===== src/rtl/tsel_pkg.sv =====
package tsel_pkg;

  localparam int SEC_W = 6;
  localparam int MIN_W = 6;
  localparam int HR_W  = 5;
  localparam int DOY_W = 9;
  localparam int TOD_W = SEC_W + MIN_W + HR_W + DOY_W;

  typedef struct packed {
    logic [DOY_W-1:0] doy;
    logic [HR_W-1:0]  hour;
    logic [MIN_W-1:0] min;
    logic [SEC_W-1:0] sec;
  } tod_t;

  typedef enum logic [1:0] {
    SRC_HOLD = 2'b00,
    SRC_DC   = 2'b01,
    SRC_AC   = 2'b10
  } src_e;

  localparam tod_t TOD_RESET = '{doy: DOY_W'(1), hour: '0, min: '0, sec: '0};

  // Advance a time word by one second with carry into day of year.
  function automatic tod_t tod_inc(input tod_t t, input logic leap);
    tod_t r;
    logic [DOY_W-1:0] last_day;
    r        = t;
    last_day = leap ? DOY_W'(366) : DOY_W'(365);
    if (t.sec >= SEC_W'(59)) begin
      r.sec = '0;
      if (t.min >= MIN_W'(59)) begin
        r.min = '0;
        if (t.hour >= HR_W'(23)) begin
          r.hour = '0;
          if (t.doy >= last_day) r.doy = DOY_W'(1);
          else                   r.doy = t.doy + DOY_W'(1);
        end else begin
          r.hour = t.hour + HR_W'(1);
        end
      end else begin
        r.min = t.min + MIN_W'(1);
      end
    end else begin
      r.sec = t.sec + SEC_W'(1);
    end
    return r;
  endfunction

endpackage


===== src/rtl/tsel_rst_sync.sv =====
module tsel_rst_sync #(
  parameter int STAGES = 2
) (
  input  logic clk,
  input  logic rst_n,
  output logic rst_s_n
);

  logic [STAGES-1:0] sync_q;

  always_ff @(posedge clk or negedge rst_n) begin
    if (!rst_n) sync_q <= '0;
    else        sync_q <= {sync_q[STAGES-2:0], 1'b1};
  end

  assign rst_s_n = sync_q[STAGES-1];

endmodule


===== src/rtl/tsel_src_arb.sv =====
module tsel_src_arb
  import tsel_pkg::*;
(
  input  logic clk,
  input  logic rst_n,
  input  logic dc_valid,
  input  logic dc_pps,
  input  tod_t dc_tod,
  input  logic ac_valid,
  input  logic ac_pps,
  input  tod_t ac_tod,
  output logic ref_pps,
  output tod_t ref_tod,
  output src_e src_o
);

  src_e sel;
  src_e src_q;

  always_comb begin
    if (dc_valid)      sel = SRC_DC;
    else if (ac_valid) sel = SRC_AC;
    else               sel = SRC_HOLD;
  end

  always_comb begin
    case (sel)
      SRC_DC: begin
        ref_pps = dc_pps;
        ref_tod = dc_tod;
      end
      SRC_AC: begin
        ref_pps = ac_pps;
        ref_tod = ac_tod;
      end
      default: begin
        ref_pps = 1'b0;
        ref_tod = dc_tod;
      end
    endcase
  end

  always_ff @(posedge clk or negedge rst_n) begin
    if (!rst_n) src_q <= SRC_HOLD;
    else        src_q <= sel;
  end

  assign src_o = src_q;


  hold_no_ref_chk: assert property (@(posedge clk) disable iff (!rst_n)
    (!dc_valid && !ac_valid) |-> !ref_pps);

endmodule


===== src/rtl/tsel_phase.sv =====
module tsel_phase #(
  parameter int CLK_HZ = 50_000_000
) (
  input  logic clk,
  input  logic rst_n,
  input  logic ref_pps,
  output logic take_o,
  output logic wrap_o,
  output logic pps_o,
  output logic hold_o
);

  localparam int CW = (CLK_HZ > 2) ? $clog2(CLK_HZ) : 2;
  localparam logic [CW-1:0] LAST    = CW'(CLK_HZ - 1);
  localparam logic [CW-1:0] HALF_M1 = CW'(CLK_HZ / 2 - 1);

  logic [CW-1:0] cnt_q, cnt_d;
  logic          armed_q, armed_d;
  logic          hold_q, hold_d;
  logic          pps_q;
  logic          gap_ok, take, wrap, fire;

  always_comb begin
    gap_ok = armed_q || (cnt_q >= HALF_M1);
    take   = ref_pps && gap_ok;
    wrap   = !take && (cnt_q == LAST);
    fire   = take || wrap;
  end

  always_comb begin
    cnt_d   = fire ? '0 : cnt_q + CW'(1);
    armed_d = armed_q && !fire;
    hold_d  = hold_q;
    if (take)      hold_d = 1'b0;
    else if (wrap) hold_d = 1'b1;
  end

  always_ff @(posedge clk or negedge rst_n) begin
    if (!rst_n) begin
      cnt_q   <= '0;
      armed_q <= 1'b1;
      hold_q  <= 1'b0;
      pps_q   <= 1'b0;
    end else begin
      cnt_q   <= cnt_d;
      armed_q <= armed_d;
      hold_q  <= hold_d;
      pps_q   <= fire;
    end
  end

  assign take_o = take;
  assign wrap_o = wrap;
  assign pps_o  = pps_q;
  assign hold_o = hold_q;


  phase_restart_chk: assert property (@(posedge clk) disable iff (!rst_n)
    take |=> (cnt_q == '0));


  hold_clear_chk: assert property (@(posedge clk) disable iff (!rst_n)
    take |=> !hold_o);

endmodule


===== src/rtl/tsel_keeper.sv =====
module tsel_keeper
  import tsel_pkg::*;
(
  input  logic clk,
  input  logic rst_n,
  input  logic take_i,
  input  logic wrap_i,
  input  tod_t ref_tod,
  input  logic leap,
  output tod_t tod_o
);

  tod_t tod_q, tod_d;

  always_comb begin
    tod_d = tod_q;
    if (take_i)      tod_d = ref_tod;
    else if (wrap_i) tod_d = tod_inc(tod_q, leap);
  end

  always_ff @(posedge clk or negedge rst_n) begin
    if (!rst_n) tod_q <= TOD_RESET;
    else        tod_q <= tod_d;
  end

  assign tod_o = tod_q;


  load_chk: assert property (@(posedge clk) disable iff (!rst_n)
    take_i |=> (tod_o == $past(ref_tod)));


  doy_wrap_chk: assert property (@(posedge clk) disable iff (!rst_n)
    (wrap_i && !leap && tod_q.doy == DOY_W'(365) && tod_q.hour == HR_W'(23)
     && tod_q.min == MIN_W'(59) && tod_q.sec == SEC_W'(59))
    |=> (tod_o.doy == DOY_W'(1)));


  sec_roll_chk: assert property (@(posedge clk) disable iff (!rst_n)
    (wrap_i && tod_q.sec == SEC_W'(59)) |=> (tod_o.sec == '0));


  idle_stable_chk: assert property (@(posedge clk) disable iff (!rst_n)
    (!take_i && !wrap_i) |=> $stable(tod_o));

endmodule


===== src/rtl/tsel_top.sv =====
module tsel_top
  import tsel_pkg::*;
#(
  parameter int CLK_HZ     = 50_000_000,
  parameter int RST_STAGES = 2
) (
  input  logic             clk,
  input  logic             rst_n,
  input  logic             dc_valid,
  input  logic             dc_pps,
  input  logic [TOD_W-1:0] dc_tod,
  input  logic             ac_valid,
  input  logic             ac_pps,
  input  logic [TOD_W-1:0] ac_tod,
  input  logic             leap_year,
  output logic [TOD_W-1:0] out_tod,
  output logic             out_pps,
  output logic [1:0]       src_sel,
  output logic             holdover
);

  logic rst_s_n;
  logic ref_pps, take, wrap;
  tod_t ref_tod, tod;
  src_e src;

  tsel_rst_sync #(.STAGES(RST_STAGES)) i_rst_sync (
    .clk     (clk),
    .rst_n   (rst_n),
    .rst_s_n (rst_s_n)
  );

  tsel_src_arb i_src_arb (
    .clk      (clk),
    .rst_n    (rst_s_n),
    .dc_valid (dc_valid),
    .dc_pps   (dc_pps),
    .dc_tod   (tod_t'(dc_tod)),
    .ac_valid (ac_valid),
    .ac_pps   (ac_pps),
    .ac_tod   (tod_t'(ac_tod)),
    .ref_pps  (ref_pps),
    .ref_tod  (ref_tod),
    .src_o    (src)
  );

  tsel_phase #(.CLK_HZ(CLK_HZ)) i_phase (
    .clk     (clk),
    .rst_n   (rst_s_n),
    .ref_pps (ref_pps),
    .take_o  (take),
    .wrap_o  (wrap),
    .pps_o   (out_pps),
    .hold_o  (holdover)
  );

  tsel_keeper i_keeper (
    .clk     (clk),
    .rst_n   (rst_s_n),
    .take_i  (take),
    .wrap_i  (wrap),
    .ref_tod (ref_tod),
    .leap    (leap_year),
    .tod_o   (tod)
  );

  assign out_tod = TOD_W'(tod);
  assign src_sel = src;


  dc_prio_chk: assert property (@(posedge clk) disable iff (!rst_s_n)
    dc_valid |=> (src_sel == 2'b01));


  src_code_chk: assert property (@(posedge clk) disable iff (!rst_s_n)
    src_sel != 2'b11);


  pps_width_chk: assert property (@(posedge clk) disable iff (!rst_s_n)
    out_pps |=> !out_pps);


  hold_set_chk: assert property (@(posedge clk) disable iff (!rst_s_n)
    $rose(holdover) |-> out_pps);

endmodule


===== config.mk =====
export PLATFORM = sky130hd
export DESIGN_NAME = tsel_top
export DESIGN_NICKNAME = d
export VERILOG_FILES = /design/src/rtl/tsel_pkg.sv /design/src/rtl/tsel_rst_sync.sv /design/src/rtl/tsel_src_arb.sv /design/src/rtl/tsel_phase.sv /design/src/rtl/tsel_keeper.sv /design/src/rtl/tsel_top.sv
export SDC_FILE = /design/constraint.sdc
export NUM_CORES = 1
export LEC_CHECK = 0
export CAP_MARGIN = 15
export CORE_AREA = 2 2 87 89
export CTS_CLUSTER_DIAMETER = 60
export DETAILED_ROUTE_END_ITERATION = 10
export DIE_AREA = 0 0 89 91
export PLACE_DENSITY = 0.83
export SLEW_MARGIN = 40
export SYNTH_ARGS = -nofsm -noshare
export SYNTH_HDL_FRONTEND = slang
export SYNTH_HIERARCHICAL = 1
export SYNTH_SLANG_ARGS = --single-unit

===== constraint.sdc =====
create_clock -name clk -period 2.75 [get_ports clk]
set_input_delay 0.55 -clock clk [delete_from_list [all_inputs] [get_ports clk]]
set_output_delay 0.55 -clock clk [all_outputs]
set_load 0.05 [all_outputs]

==> impl_metrics.csv <==
group,metric,value,unit
run_status,status,"finished clean",
worst_setup_path,start_kind,"primary input",
floorplanning,core-area,7140,um^2
floorplanning,initial_core_util,52.2,%
finish,final_area,5170,um^2
cts,clockRootBuffer,"clkbuf_8",
finish,nNetsFinal,560,
global_routing,grt_pass1_wl,15.5,mm
route,drc,0,
sta,final.setup.worst_slack,0.114,ns
cts,htreeDepth,3,
cts,holdBufCountCts,0,
route,dr.pass1.iters,5,
floorplanning,die_height,91,um
route,antenna_left,0,
worst_setup_path,crit_family,"simple AND/OR/NAND/NOR gates",
worst_setup_path,slowest_delay,0.46,ns
finish,n_antenna_cell,0,
yosys,synth_edf_count,0,
worst_setup_path,crit_type,"in -> reg",
hold_path,hold_path_class,"reg -> async",
route,drt_iter0_markers,200,
route,wl,9.34,mm
power_and_ir_drop,p_per_area,348,nW/um^2
power_and_ir_drop,peakVddDrop,0.000210,V
place,placedInstanceArea,4850,um^2
yosys,netlist.area_leader.share,38.3,%
worst_setup_path,reg2reg_slack,0.19,ns
yosys,ys_async_sr_fraction,100,%
power_and_ir_drop,p_seq_share,49.0,%
worst_setup_path,cp_num_buf_inv,2,
yosys,synthesis.area,3730,um^2
yosys,ys_ff_latch,59,
yosys,yosysWarnings,6,
power_and_ir_drop,comb_power_share,9.6,%
floorplanning,ios,89,
power_and_ir_drop,power_switching,429,uW
worst_setup_path,worstPathCellList,"clkdlybuf4s50_1 > a22o_1 > nor4bb_4 > and3_1 > o211ai_1 > nand2_2 > buf_4 > a31oi_4 > nor2_2 > o21ai_1 > a221o_1",
yosys,synth_seq_area_share,39.7,%
sta,max_freq,379,MHz
finish,syn_to_final_growth,38.7,%
floorplanning,dieArea,8100,um^2
power_and_ir_drop,power_leakage,2.19,nW
yosys,yosys.cell_types.count,65,
sta,tightest_slew,0.550,ns
finish,fin_util,72.4,%
cts,clk_pin_slew_worst_paths,0.07,ns
worst_setup_path,cp_data_arrival_time,2.85,ns
sta,setup_violations,0,
global_routing,first_global_vias,3374,
cts,cts_tree,"done",
power_and_ir_drop,p_int,1.37,mW
global_routing,grt_use_total,24.2,%
place,hpwl,6.92,mm
finish,mostFrequentLayoutCell,"clkdlybuf4s50_1",
sta,period_needed,2.64,ns
yosys,syn_nets,443,
yosys,avgSynthCellArea,9.89,um^2
sta,drv_slew,0,
place,dpl_worst_slack,-0.396,ns
worst_setup_path,slowest_stage,"clkdlybuf4s50_1",
finish,fillCellCount,498,
power_and_ir_drop,clkPwrFrac,41.4,%
finish,final_cell_mix,"clkdlybuf4s50_1 (86), dfrtp_1 (56), buf_4 (30)",
cts,clkSinkCount,59,
floorplanning,rows,31,
route,wl_per_cell,15.6,um
worst_setup_path,path_max_fanout,8,
yosys,synth_largest_area_cell,"dfrtp_1",
cts,cts_buffers,9,
yosys,syn-instance-count,377,
global_routing,grt_antenna_before_repair,0,
cts,cts.path.max_buffers,2,
sta,post-route-period-util,95.9,%
cts,clock_latency,0.33,ns
sta,slew_headroom,63.2,%
yosys,ys.flop_type,"dfrtp_1",
sta,finClkSkew,0.00855,ns
route,via_per_inst,5.66,
worst_setup_path,end_kind,"flip-flop",
floorplanning,die_w,89,um
place,finalWeightedCongestion,0.854,
route,vias,3385,
yosys,synth_area_leaders,"dfrtp_1 (38%), mux2_4 (7.3%), xor2_1 (3.8%)",
finish,layout-drive-gt1-share,24.4,%
sta,hold_viol_final,0,
global_routing,grt_max_degree,36,
worst_setup_path,critPathRequiredTime,2.97,ns
global_routing,grt_overflow,0,
run,drv_cap,0,
power_and_ir_drop,switching_share,23.9,%
place,portBuffers,88,
-- timing repair --
item / in CTS / in global routing
pin swaps: 0 / 7
buffers inserted: 0 / 6
gates resized for setup: 1 / 15
endpoints found under the setup margin: 4 / 21
-- kinds of logic (layout without fill, tap and decap cells) --
family / Yosys count / after routing / share of synthesized area (%)
and+or+nand+nor: 143 / 143 / 21.4
AOI/OAI and AO/OA: 86 / 86 / 15.9
DFF: 59 / 59 / 39.7
muxes: 29 / 29 / 10.5
buffers and inverters: 28 / 150 / 4.36
xor gates and xnor gates: 24 / 24 / 5.64
adders and majority gates: 7 / 7 / 2.35
other: 1 / 1 / 0.101
-- path summary, 6_finish.rpt --
check                                                from                        endpoint  cells past startpoint
max                                                dc_pps  i_keeper/tod_o[21]$_DFFE_PN0P_                     11
max reg2reg                    i_phase/cnt_q[0]$_DFF_PN0_   i_keeper/tod_o[8]$_DFFE_PN0P_                     12
max in group asynchronous  i_rst_sync/sync_q[1]$_DFF_PN0_  i_keeper/tod_o[17]$_DFFE_PN1P_                      1
min                        i_rst_sync/sync_q[1]$_DFF_PN0_    i_src_arb/src_o[1]$_DFF_PN0_                      0
min in group clk           i_rst_sync/sync_q[0]$_DFF_PN0_  i_rst_sync/sync_q[1]$_DFF_PN0_                      0
min reg2reg                i_rst_sync/sync_q[1]$_DFF_PN0_    i_src_arb/src_o[1]$_DFF_PN0_                      0
-- area by class of cell --
type,count,area [um^2],share of cell area [%]
Clock buffer,11,151,2.93
Sequential cell,59,1480,28.7
Clock inverter,5,37.5,0.726
Tap cell,99,124,2.40
Inverter,12,45.0,0.871
Multi-Input combinational cell,290,2160,41.9
Timing Repair Buffer,122,1160,22.5
-- metrics by stage --
step | instances | hold WS (ns) | TNS, ns | total power, mW
6_report | 598 | 0.274 | 0 | 1.80
5_1_grt | 598 | 0.327 | -0.00325 | 1.87
4_1_cts | 592 | 0.359 | 0 | 1.81
3_5_place_dp | 576 | 0.343 | -6.07 | 1.07
3_3_place_gp | 576 | 0.340 | -1.94 | 1.07
2_1_floorplan | 377 | 0.254 | 0 | 0.969
-- cell usage after synthesis, types with 2 or more instances --
| cell type | number |
|---|---|
| nand4_1 | 9 |
| xor2_1 | 16 |
| dfrtp_1 | 57 |
| o21ai_1 | 4 |
| nor3_1 | 8 |
| and3_1 | 10 |
| clkbuf_1 | 5 |
| o31ai_1 | 3 |
| a22o_1 | 4 |
| xnor2_1 | 8 |
| buf_2 | 4 |
| nand4b_1 | 2 |
| a21o_1 | 4 |
| o211ai_1 | 4 |
| nor2_1 | 22 |
| nand2b_1 | 3 |
| nor3_2 | 2 |
| mux2_4 | 18 |
| nor2_2 | 20 |
| a31oi_1 | 2 |
| buf_6 | 5 |
| dfstp_2 | 2 |
| nor2b_1 | 3 |
| nand3_1 | 20 |
| mux2i_1 | 2 |
| a22oi_1 | 5 |
| mux2_2 | 9 |
| a221oi_1 | 2 |
| nand2_1 | 30 |
| o2bb2ai_1 | 2 |
| a32oi_1 | 3 |
| inv_1 | 12 |
| a221o_1 | 2 |
| nor4_1 | 2 |
| a21oi_1 | 16 |
| ha_1 | 7 |
| and2_1 | 2 |
| o21ai_0 | 21 |
-- power by group through the flow --
stage | combinational, mW | clock (mW) | sequential [mW]
final | 0.172 | 0.744 | 0.881
after global routing | 0.184 | 0.800 | 0.883
after CTS | 0.172 | 0.754 | 0.882
after detailed placement | 0.171 | 0 | 0.898
after global placement | 0.168 | 0 | 0.898
after floorplan | 0.0638 | 0 | 0.905
-- state kept, by name, summed over array words and instances (netlist names) --
register and count:
i_rst_sync/sync_q 2, i_src_arb/src_o 2, i_phase/pps_o 1, i_phase/armed_q 1, i_keeper/tod_o 26, i_phase/hold_o 1
i_phase/cnt_q 26
-- worst register-to-register path: stages, from the launching register on --
cell and delay [ns]:
dfrtp_1 0.43, ha_1 0.24, nand3_1 0.13, buf_4 0.15
nor2_1 0.07, o211ai_1 0.29, nand2_2 0.16, buf_4 0.16
buf_6 0.14, buf_4 0.17, a21oi_1 0.26, o21ai_0 0.15
o311ai_0 0.10
-- routing by layer --
metal  GRT usage, %  wire length (um)
met5              0                 0
met4           10.6               108
met3           4.64               515
met2           38.8              4650
met1           31.4              4070
Note: power is estimated with default switching activity, not from simulation.
